===== src/rtl/rbs_pkg.sv =====
package rbs_pkg;

    localparam int ADDR_W = 24;
    localparam int OP_W   = 8;
    localparam int WORD_W = 32;
    localparam int HDR_WORDS = 7;

    localparam logic [WORD_W-1:0] W_DUMMY  = 32'hFFFF_FFFF;
    localparam logic [WORD_W-1:0] W_SYNC   = 32'hAA99_5566;
    localparam logic [15:0]       H_PRI_LO = 16'h3261;
    localparam logic [15:0]       H_PRI_HI = 16'h3281;
    localparam logic [15:0]       H_FB_LO  = 16'h32A1;
    localparam logic [15:0]       H_FB_HI  = 16'h32C1;
    localparam logic [WORD_W-1:0] W_REBOOT = 32'h30A1_000E;
    localparam logic [WORD_W-1:0] W_NOOP   = 32'h2000_2000;

    typedef struct packed {
        logic [ADDR_W-1:0] pri;
        logic [ADDR_W-1:0] fb;
        logic [OP_W-1:0]   op;
    } boot_cfg_t;

    typedef enum logic [2:0] {
        SLOT_DUMMY  = 3'd0,
        SLOT_SYNC   = 3'd1,
        SLOT_PRI_LO = 3'd2,
        SLOT_PRI_HI = 3'd3,
        SLOT_FB_LO  = 3'd4,
        SLOT_FB_HI  = 3'd5,
        SLOT_REBOOT = 3'd6,
        SLOT_PAD    = 3'd7
    } slot_e;

    function automatic slot_e slot_of(input int unsigned k);
        if (k >= HDR_WORDS) return SLOT_PAD;
        return slot_e'(k[2:0]);
    endfunction

    function automatic logic [WORD_W-1:0] word_for(input slot_e s, input boot_cfg_t c);
        case (s)
            SLOT_DUMMY:  return W_DUMMY;
            SLOT_SYNC:   return W_SYNC;
            SLOT_PRI_LO: return {H_PRI_LO, c.pri[15:0]};
            SLOT_PRI_HI: return {H_PRI_HI, c.op, c.pri[23:16]};
            SLOT_FB_LO:  return {H_FB_LO, c.fb[15:0]};
            SLOT_FB_HI:  return {H_FB_HI, c.op, c.fb[23:16]};
            SLOT_REBOOT: return W_REBOOT;
            default:     return W_NOOP;
        endcase
    endfunction

endpackage


===== src/rtl/rbs_ctrl.sv =====
module rbs_ctrl #(
    parameter int TOTAL = 9,
    localparam int IDX_W = $clog2(TOTAL)
) (
    input  logic             clk,
    input  logic             rst,
    input  logic             trig,
    output logic             active,
    output logic [IDX_W-1:0] idx,
    output logic             start,
    output logic             last
);

    localparam logic [IDX_W-1:0] LAST_IDX = IDX_W'(TOTAL - 1);

    assign start = trig & ~active;
    assign last  = active & (idx == LAST_IDX);

    always_ff @(posedge clk) begin
        if (rst) begin
            active <= 1'b0;
            idx    <= '0;
        end else if (start) begin
            active <= 1'b1;
            idx    <= '0;
        end else if (active) begin
            if (last) begin
                active <= 1'b0;
                idx    <= '0;
            end else begin
                idx <= idx + 1'b1;
            end
        end
    end

    AST_IDX_ADVANCE: assert property (@(posedge clk) disable iff (rst)
        (active && !last) |=> (active && idx == $past(idx) + 1'b1));
    AST_END_IDLE: assert property (@(posedge clk) disable iff (rst)
        last |=> !active);
    AST_BUSY_IGNORE: assert property (@(posedge clk) disable iff (rst)
        (active && !last && trig) |=> (idx != '0));
    AST_START: assert property (@(posedge clk) disable iff (rst)
        (trig && !active) |=> (active && idx == '0));

endmodule


===== src/rtl/rbs_capture.sv =====
module rbs_capture
    import rbs_pkg::*;
(
    input  logic              clk,
    input  logic              rst,
    input  logic              load,
    input  logic              active,
    input  boot_cfg_t         cfg_in,
    output boot_cfg_t         cfg_q
);

    always_ff @(posedge clk) begin
        if (rst)       cfg_q <= '0;
        else if (load) cfg_q <= cfg_in;
    end

    AST_CFG_HOLD: assert property (@(posedge clk) disable iff (rst)
        (active && !load) |=> $stable(cfg_q));

endmodule


===== src/rtl/rbs_emit.sv =====
module rbs_emit
    import rbs_pkg::*;
#(
    parameter int IDX_W = 4
) (
    input  logic              active,
    input  logic [IDX_W-1:0]  idx,
    input  boot_cfg_t         cfg,
    output logic [WORD_W-1:0] data,
    output logic              we,
    output logic              cs_n
);

    slot_e slot;

    always_comb begin
        slot = slot_of(int'(idx));
        data = active ? word_for(slot, cfg) : '0;
        we   = active;
        cs_n = ~active;
    end

endmodule


===== src/rtl/reboot_seq.sv =====
module reboot_seq
    import rbs_pkg::*;
#(
    parameter int PAD_WORDS = 2
) (
    input  logic              clk,
    input  logic              rst,
    input  logic              boot_trig,
    input  logic [23:0]       primary_addr,
    input  logic [23:0]       fallback_addr,
    input  logic [7:0]        flash_rd_op,
    output logic [31:0]       cfg_data,
    output logic              cfg_we,
    output logic              cfg_cs_n,
    output logic              seq_busy
);

    localparam int TOTAL = HDR_WORDS + PAD_WORDS;
    localparam int IDX_W = $clog2(TOTAL);

    logic             active;
    logic [IDX_W-1:0] idx;
    logic             start;
    logic             last;
    boot_cfg_t        cfg_in;
    boot_cfg_t        cfg_q;

    assign cfg_in = '{pri: primary_addr, fb: fallback_addr, op: flash_rd_op};

    rbs_ctrl #(.TOTAL(TOTAL)) ctrl_i (
        .clk(clk), .rst(rst), .trig(boot_trig),
        .active(active), .idx(idx), .start(start), .last(last)
    );

    rbs_capture cap_i (
        .clk(clk), .rst(rst), .load(start), .active(active),
        .cfg_in(cfg_in), .cfg_q(cfg_q)
    );

    rbs_emit #(.IDX_W(IDX_W)) emit_i (
        .active(active), .idx(idx), .cfg(cfg_q),
        .data(cfg_data), .we(cfg_we), .cs_n(cfg_cs_n)
    );

    assign seq_busy = active;

    AST_SEL_MATCH: assert property (@(posedge clk) disable iff (rst)
        cfg_we == !cfg_cs_n);
    AST_IDLE_ZERO: assert property (@(posedge clk) disable iff (rst)
        !cfg_we |-> (cfg_data == '0));
    AST_FIRST_DUMMY: assert property (@(posedge clk) disable iff (rst)
        $rose(cfg_we) |-> (cfg_data == W_DUMMY));
    AST_SYNC_NEXT: assert property (@(posedge clk) disable iff (rst)
        $rose(cfg_we) |=> (cfg_data == W_SYNC));

endmodule


===== config.mk =====
export PLATFORM = sky130hd
export DESIGN_NAME = reboot_seq
export DESIGN_NICKNAME = d
export VERILOG_FILES = /design/src/rtl/rbs_pkg.sv /design/src/rtl/rbs_ctrl.sv /design/src/rtl/rbs_capture.sv /design/src/rtl/rbs_emit.sv /design/src/rtl/reboot_seq.sv
export SDC_FILE = /design/constraint.sdc
export NUM_CORES = 1
export LEC_CHECK = 0
export ABC_CLOCK_PERIOD_IN_PS = 1600
export BUFFER_PORTS_ARGS = -buffer_cell sky130_fd_sc_hd__clkbuf_2
export CAP_MARGIN = 0
export CORE_ASPECT_RATIO = 1.4
export CORE_UTILIZATION = 47
export DETAILED_ROUTE_END_ITERATION = 10
export GPL_TIMING_DRIVEN = 0
export PLACE_DENSITY = 0.87
export SETUP_SLACK_MARGIN = 0.15
export SLEW_MARGIN = 20
export SYNTH_ARGS = -nofsm -noshare
export SYNTH_HDL_FRONTEND = slang
export SYNTH_HIERARCHICAL = 1
export SYNTH_SLANG_ARGS = --single-unit

===== constraint.sdc =====
create_clock -name clk -period 1.6 [get_ports clk]
set_clock_uncertainty 0.05 [all_clocks]
set_input_delay 0.32 -clock clk [delete_from_list [all_inputs] [get_ports clk]]
set_output_delay 0.32 -clock clk [all_outputs]
set_load 0.03 [all_outputs]

---- After elaboration in Yosys (flattened, before gate mapping) ----
Cells that the tools add are included.
storage, ports and cells
  output and inout bits ................... 35
  input bits .............................. 59
  word-level logic and storage cells ...... 28
  register bits ........................... 61
operators by class
  $lt $le $gt $ge ......................... 1
  eq/ne operators ......................... 7
  reduce and logical (&&, ||, !) cells .... 2
  muxes and demuxes ....................... 9
  bitwise gates (word level) .............. 3
  add/subtract/negate cells ............... 1
operators by type and width
  cell                                                                   number
  32-bit one-hot mux with 7 select lines                                 1
  32-bit 2-to-1 mux                                                      1
  3-bit equality test, second input constant                             3
  3-bit by 2-bit equality test with 1-bit output, second input constant  2
  3-bit 2-to-1 mux                                                       2
  4-bit by 1-bit adder with 4-bit output, second input constant          1
  4-bit equality test, second input constant                             1
  4-bit by 3-bit >= comparator with 1-bit output, second input constant  1
  1-bit 2-to-1 mux                                                       4
  4-bit 2-to-1 mux                                                       1
  3-bit by 1-bit equality test with 1-bit output, second input constant  1
  3-bit zero test                                                        1
  1-bit bitwise AND                                                      2
  2-bit OR reduction                                                     1
  1-bit inverter                                                         1

---- Logic depth before layout (Yosys ltp) ----
  depth in word-level cells ............... 6
  depth in mapped cells ................... 6
  depth with buffers taken out ............ 5

---- Modules after synthesis ----
The synthesis kept the hierarchy.
by module, submodules not included
  module       area each (um2)  instances  sequential area each (um2)  cells an instance
  rbs_capture  2014.4           1          1121.1                      180
  rbs_emit     874.6            1          0.0                         136
  rbs_ctrl     252.7            1          100.1                       28

---- Worst setup path before layout ----
Ideal clock, no wire load.
  path type ............................... flip-flop to output port
  start ................................... reg ctrl_i.idx[2]
  end ..................................... out cfg_data[20]
  required time ........................... 1.230 ns
  path buffers ............................ 4
  setup slack ............................. -0.737 ns
  cell stages (with the launch flop) ...... 6
  arrival time ............................ 1.967 ns
  path through ............................ dfxtp_1 > buf_2 > buf_4 > buf_2 > nor3_1 > buf_4
on the way
  longest elaborated chain between the ends .. 6
  elaborated cells on any way between the ends .. 12
  classes of those cells .................. order compare: 1; eq/ne: 6; mux: 4; reduce/logical: 1
ends and longest elaborated chain
  element                                            line              text
  from (decl)                                        rbs_ctrl.sv:9     output logic [IDX_W-1:0] idx,
  from (signal assigned)                             rbs_ctrl.sv:31    idx <= idx + 1'b1;
  4-bit by 3-bit >= comparator with 1-bit output     rbs_pkg.sv:35     if (k >= HDR_WORDS) return SLOT_PAD;
  1-bit 2-to-1 mux                                   rbs_pkg.sv:35
  3-bit 2-to-1 mux (*)                               rbs_pkg.sv:36     return slot_e'(k[2:0]);
  3-bit equality test, or another cell as far along  rbs_pkg.sv:40     case (s)
  32-bit one-hot mux with 7 select lines (*)         rbs_pkg.sv:40
  32-bit 2-to-1 mux (*)                              rbs_emit.sv:18    data = active ? word_for(slot, cfg) : '0;
  to (decl)                                          reboot_seq.sv:12  output logic [31:0] cfg_data,
Mark *: on every way between the ends. The rest lies on a longest branch, timed or not.

---- Worst setup path in the final report ----
  start ................................... reg ctrl_i.idx[0]
  end ..................................... out cfg_data[15]
Same word-level chain as after synthesis.

==> impl_metrics.json <==
{
  "synthTopCellsByArea": "dfxtp_1 39%, mux2i_1 18%, nor2_1 7.8%",
  "maxCapViolations": 0,
  "cts_tree": "yes",
  "setup_viol": 92,
  "layout-drive-gt1-share_pct": 55.9,
  "synth_common_cells": "65 x nor2_1, 61 x dfxtp_1, 56 x mux2i_1",
  "cts-buffers-inserted": 9,
  "synth_top_area_share_pct": 38.9,
  "grt_max_degree": 11,
  "fill_cells": 246,
  "failed_checks": "design-rule violations, negative setup slack",
  "rsz0062_at_grt": "true",
  "crit_required_ns": 1.23,
  "peakVddDrop_uv": 775,
  "core_mm2": 0.00634,
  "fmax_mhz": 465,
  "htree_levels": 3,
  "track_usage_pct": 35.3,
  "cp_top_family": "buffers and inverters",
  "syn_avg_cell_area_um2": 9.13,
  "grt_most_used_layer": "met2",
  "clk_path_buf_depth": 2,
  "report.power.total_mw": 4.45,
  "r2r_setup_slack_ns": -0.36,
  "min_to": "cap_i/cfg_q[33]",
  "rows": 34,
  "dr.first_iter.drc_count": 371,
  "drc": 4,
  "start_util_pct": 49.6,
  "status": "finished with violations",
  "ys_seq_area_share_pct": 38.9,
  "grt_first_pass_wirelength_mm": 18.3,
  "wire_per_inst_um": 25.6,
  "critPathMostFrequentCell": "buf_8",
  "netlist_area_mm2": 0.00314,
  "critical-path-max-stage-delay_ns": 0.37,
  "r2r_cells": 9,
  "die_h_um": 98.7,
  "crit_path_start": "ctrl_i/idx[0]",
  "hp-class": "in -> reg",
  "insertion_delay_ns": 0.36,
  "cts_root_buffer": "clkbuf_8",
  "antenna_left": 0,
  "place_congestion": 0.876,
  "nNetsFinal": 556,
  "pre_cts_slack_ns": -0.361,
  "yosysMostFrequentCell": "nor2_1",
  "clock_sinks": 61,
  "finalCriticalPeriod_ns": 2.15,
  "ys.flop_type": "dfxtp_1",
  "synth_top_area_cell": "dfxtp_1",
  "viasPerCell": 6.36,
  "yosysUniqueCellTypes": 45,
  "gr-usage-met2_pct": 61.3,
  "yosys_register_bits": 61,
  "die_area_mm2": 0.00702,
  "hold_ws_ns": 0.146,
  "io_pins": 94,
  "path_cells": "buf_8 -> nor2_4 -> buf_8 -> o221ai_1 -> a21oi_4 -> clkbuf_8",
  "rr_endpoint": "cap_i/cfg_q[9]",
  "port_buffers": 93,
  "critPathArrivalTime_ns": 1.78,
  "path_clk_slew_ns": 0.07,
  "end_kind": "primary output",
  "final_max_slew_viol_count": 0,
  "grt_pass1_vias": 3423,
  "syn2layout_area_growth_pct": 80.4,
  "num_vias": 3633,
  "overflow": 0,
  "met3_usage_pct": 8.49,
  "synth_nets": 405,
  "use_met1_pct": 38.2,
  "worst_pin_slew_ns": 0.598,
  "crit_path_start_kind": "flop",
  "wl_mm": 14.6,
  "antenna_found_initial": 0,
  "hold_depth": 3,
  "syn_inst": 344,
  "cts_hold_buf": 0,
  "yosys_warnings": 6,
  "path_buf_inv": 3,
  "finalHoldViolCount": 0,
  "slowest_stage": "dfxtp_4",
  "path_class": "reg -> out",
  "cellPowerDensity_mw_per_mm2": 784,
  "worstReg2RegStart": "ctrl_i/active",
  "setup_slack_ns": -0.550,
  "synth_edf_count": 0,
  "max_slew_margin_pct": 60.1,
  "hold_start": "primary_addr[1]",
  "dpl.hpwl_mm": 6.59,
  "timing.final.crit_share_pct": 134,
  "n_antenna_cell": 0,
  "p_leak_nw": 2.41,
  "cp_max_fo": 10,
  "dr.pass1.iters": 9,
  "fp.dieW_um": 71.1,
  "async_flop_share_pct": 0
}
stage by stage:
stage	TNS (ns)	area (um^2)	instances	util (%)
after floorplan	-0.434	3510	344	-
after global placement	-4.82	4060	509	64.1
after detailed placement	-5.50	4060	509	64.1
after CTS	-19.26	5220	562	82.3
after global routing	-29.82	5670	571	89.4
final	-27.61	5670	571	89.4
sequential cells by signal, indices dropped and copies added (netlist names):
register / cells
cap_i/cfg_q: 56
ctrl_i/idx: 4
ctrl_i/active: 1
power by group:
part / internal (mW) / switching, mW
sequential: 1.60 / 0.0845
combinational: 0.735 / 0.694
clock: 0.680 / 0.647
logic make-up after synthesis:
kind of cell,count (synthesis),synth area share (%)
AO/OA/AOI/OAI,56,11.3
multiplexers,56,17.8
flip-flops,61,38.9
buffers and inverters,45,9.64
XOR/XNOR,4,1.35
AND/OR/NAND/NOR,120,20.2
adder cells (fa/ha/maj),2,0.796
worst reg2reg max path: cells and delay by family, from the launching register on:
kind,cells,cell delay (ns)
muxes,1,0.25
DFF,1,0.36
buffers and inverters,6,0.72
and+or+nand+nor,2,0.42
worst max-delay path by stage:
| stage | depth (start not counted) | end | slack (ns) |
|---|---|---|---|
| final | 6 | cfg_data[15] | -0.55 |
| after CTS | 6 | cfg_data[15] | -0.47 |
| after global placement | 5 | cfg_data[2] | -0.34 |
| after floorplan | 5 | cfg_data[20] | -0.1 |
| after detailed placement | 5 | cfg_data[2] | -0.36 |
| after global routing | 6 | cfg_data[15] | -0.58 |
layout by cell type (no fill, tap or decap), drive strengths merged, types with 7 or more instances in the layout:
cell / count
a31oi: 10
nor2: 65
dfxtp: 61
a21oi: 13
o221ai: 7
o21ai: 15
and3b: 17
nor2b: 7
mux2i: 56
buf: 106
inv: 7
clkbuf: 85
timing repair:
action                                  in CTS  in global routing
cloned                                       7                  3
gates resized for setup                    135                 94
setup buffers                               31                  7
pin swaps                                   23                 24
endpoints found under the setup margin      74                 95
routing by layer:
layer	up-vias	wire length, um
met5	-	0
met4	0	1180
met3	116	1260
met2	310	7300
met1	1710	4880
li1	1497	-
cell type report:
type,instances,area (um^2),share of cell area [%]
Inverter,8,41.3,0.728
Multi-Input combinational cell,238,2210,39.0
Tap cell,72,90.1,1.59
Clock inverter,1,5.00,0.0883
Timing Repair Buffer,140,1450,25.5
Clock buffer,14,173,3.05
Sequential cell,61,1240,21.9
Buffer,37,464,8.19
Note: power is estimated with default switching activity, not from simulation.
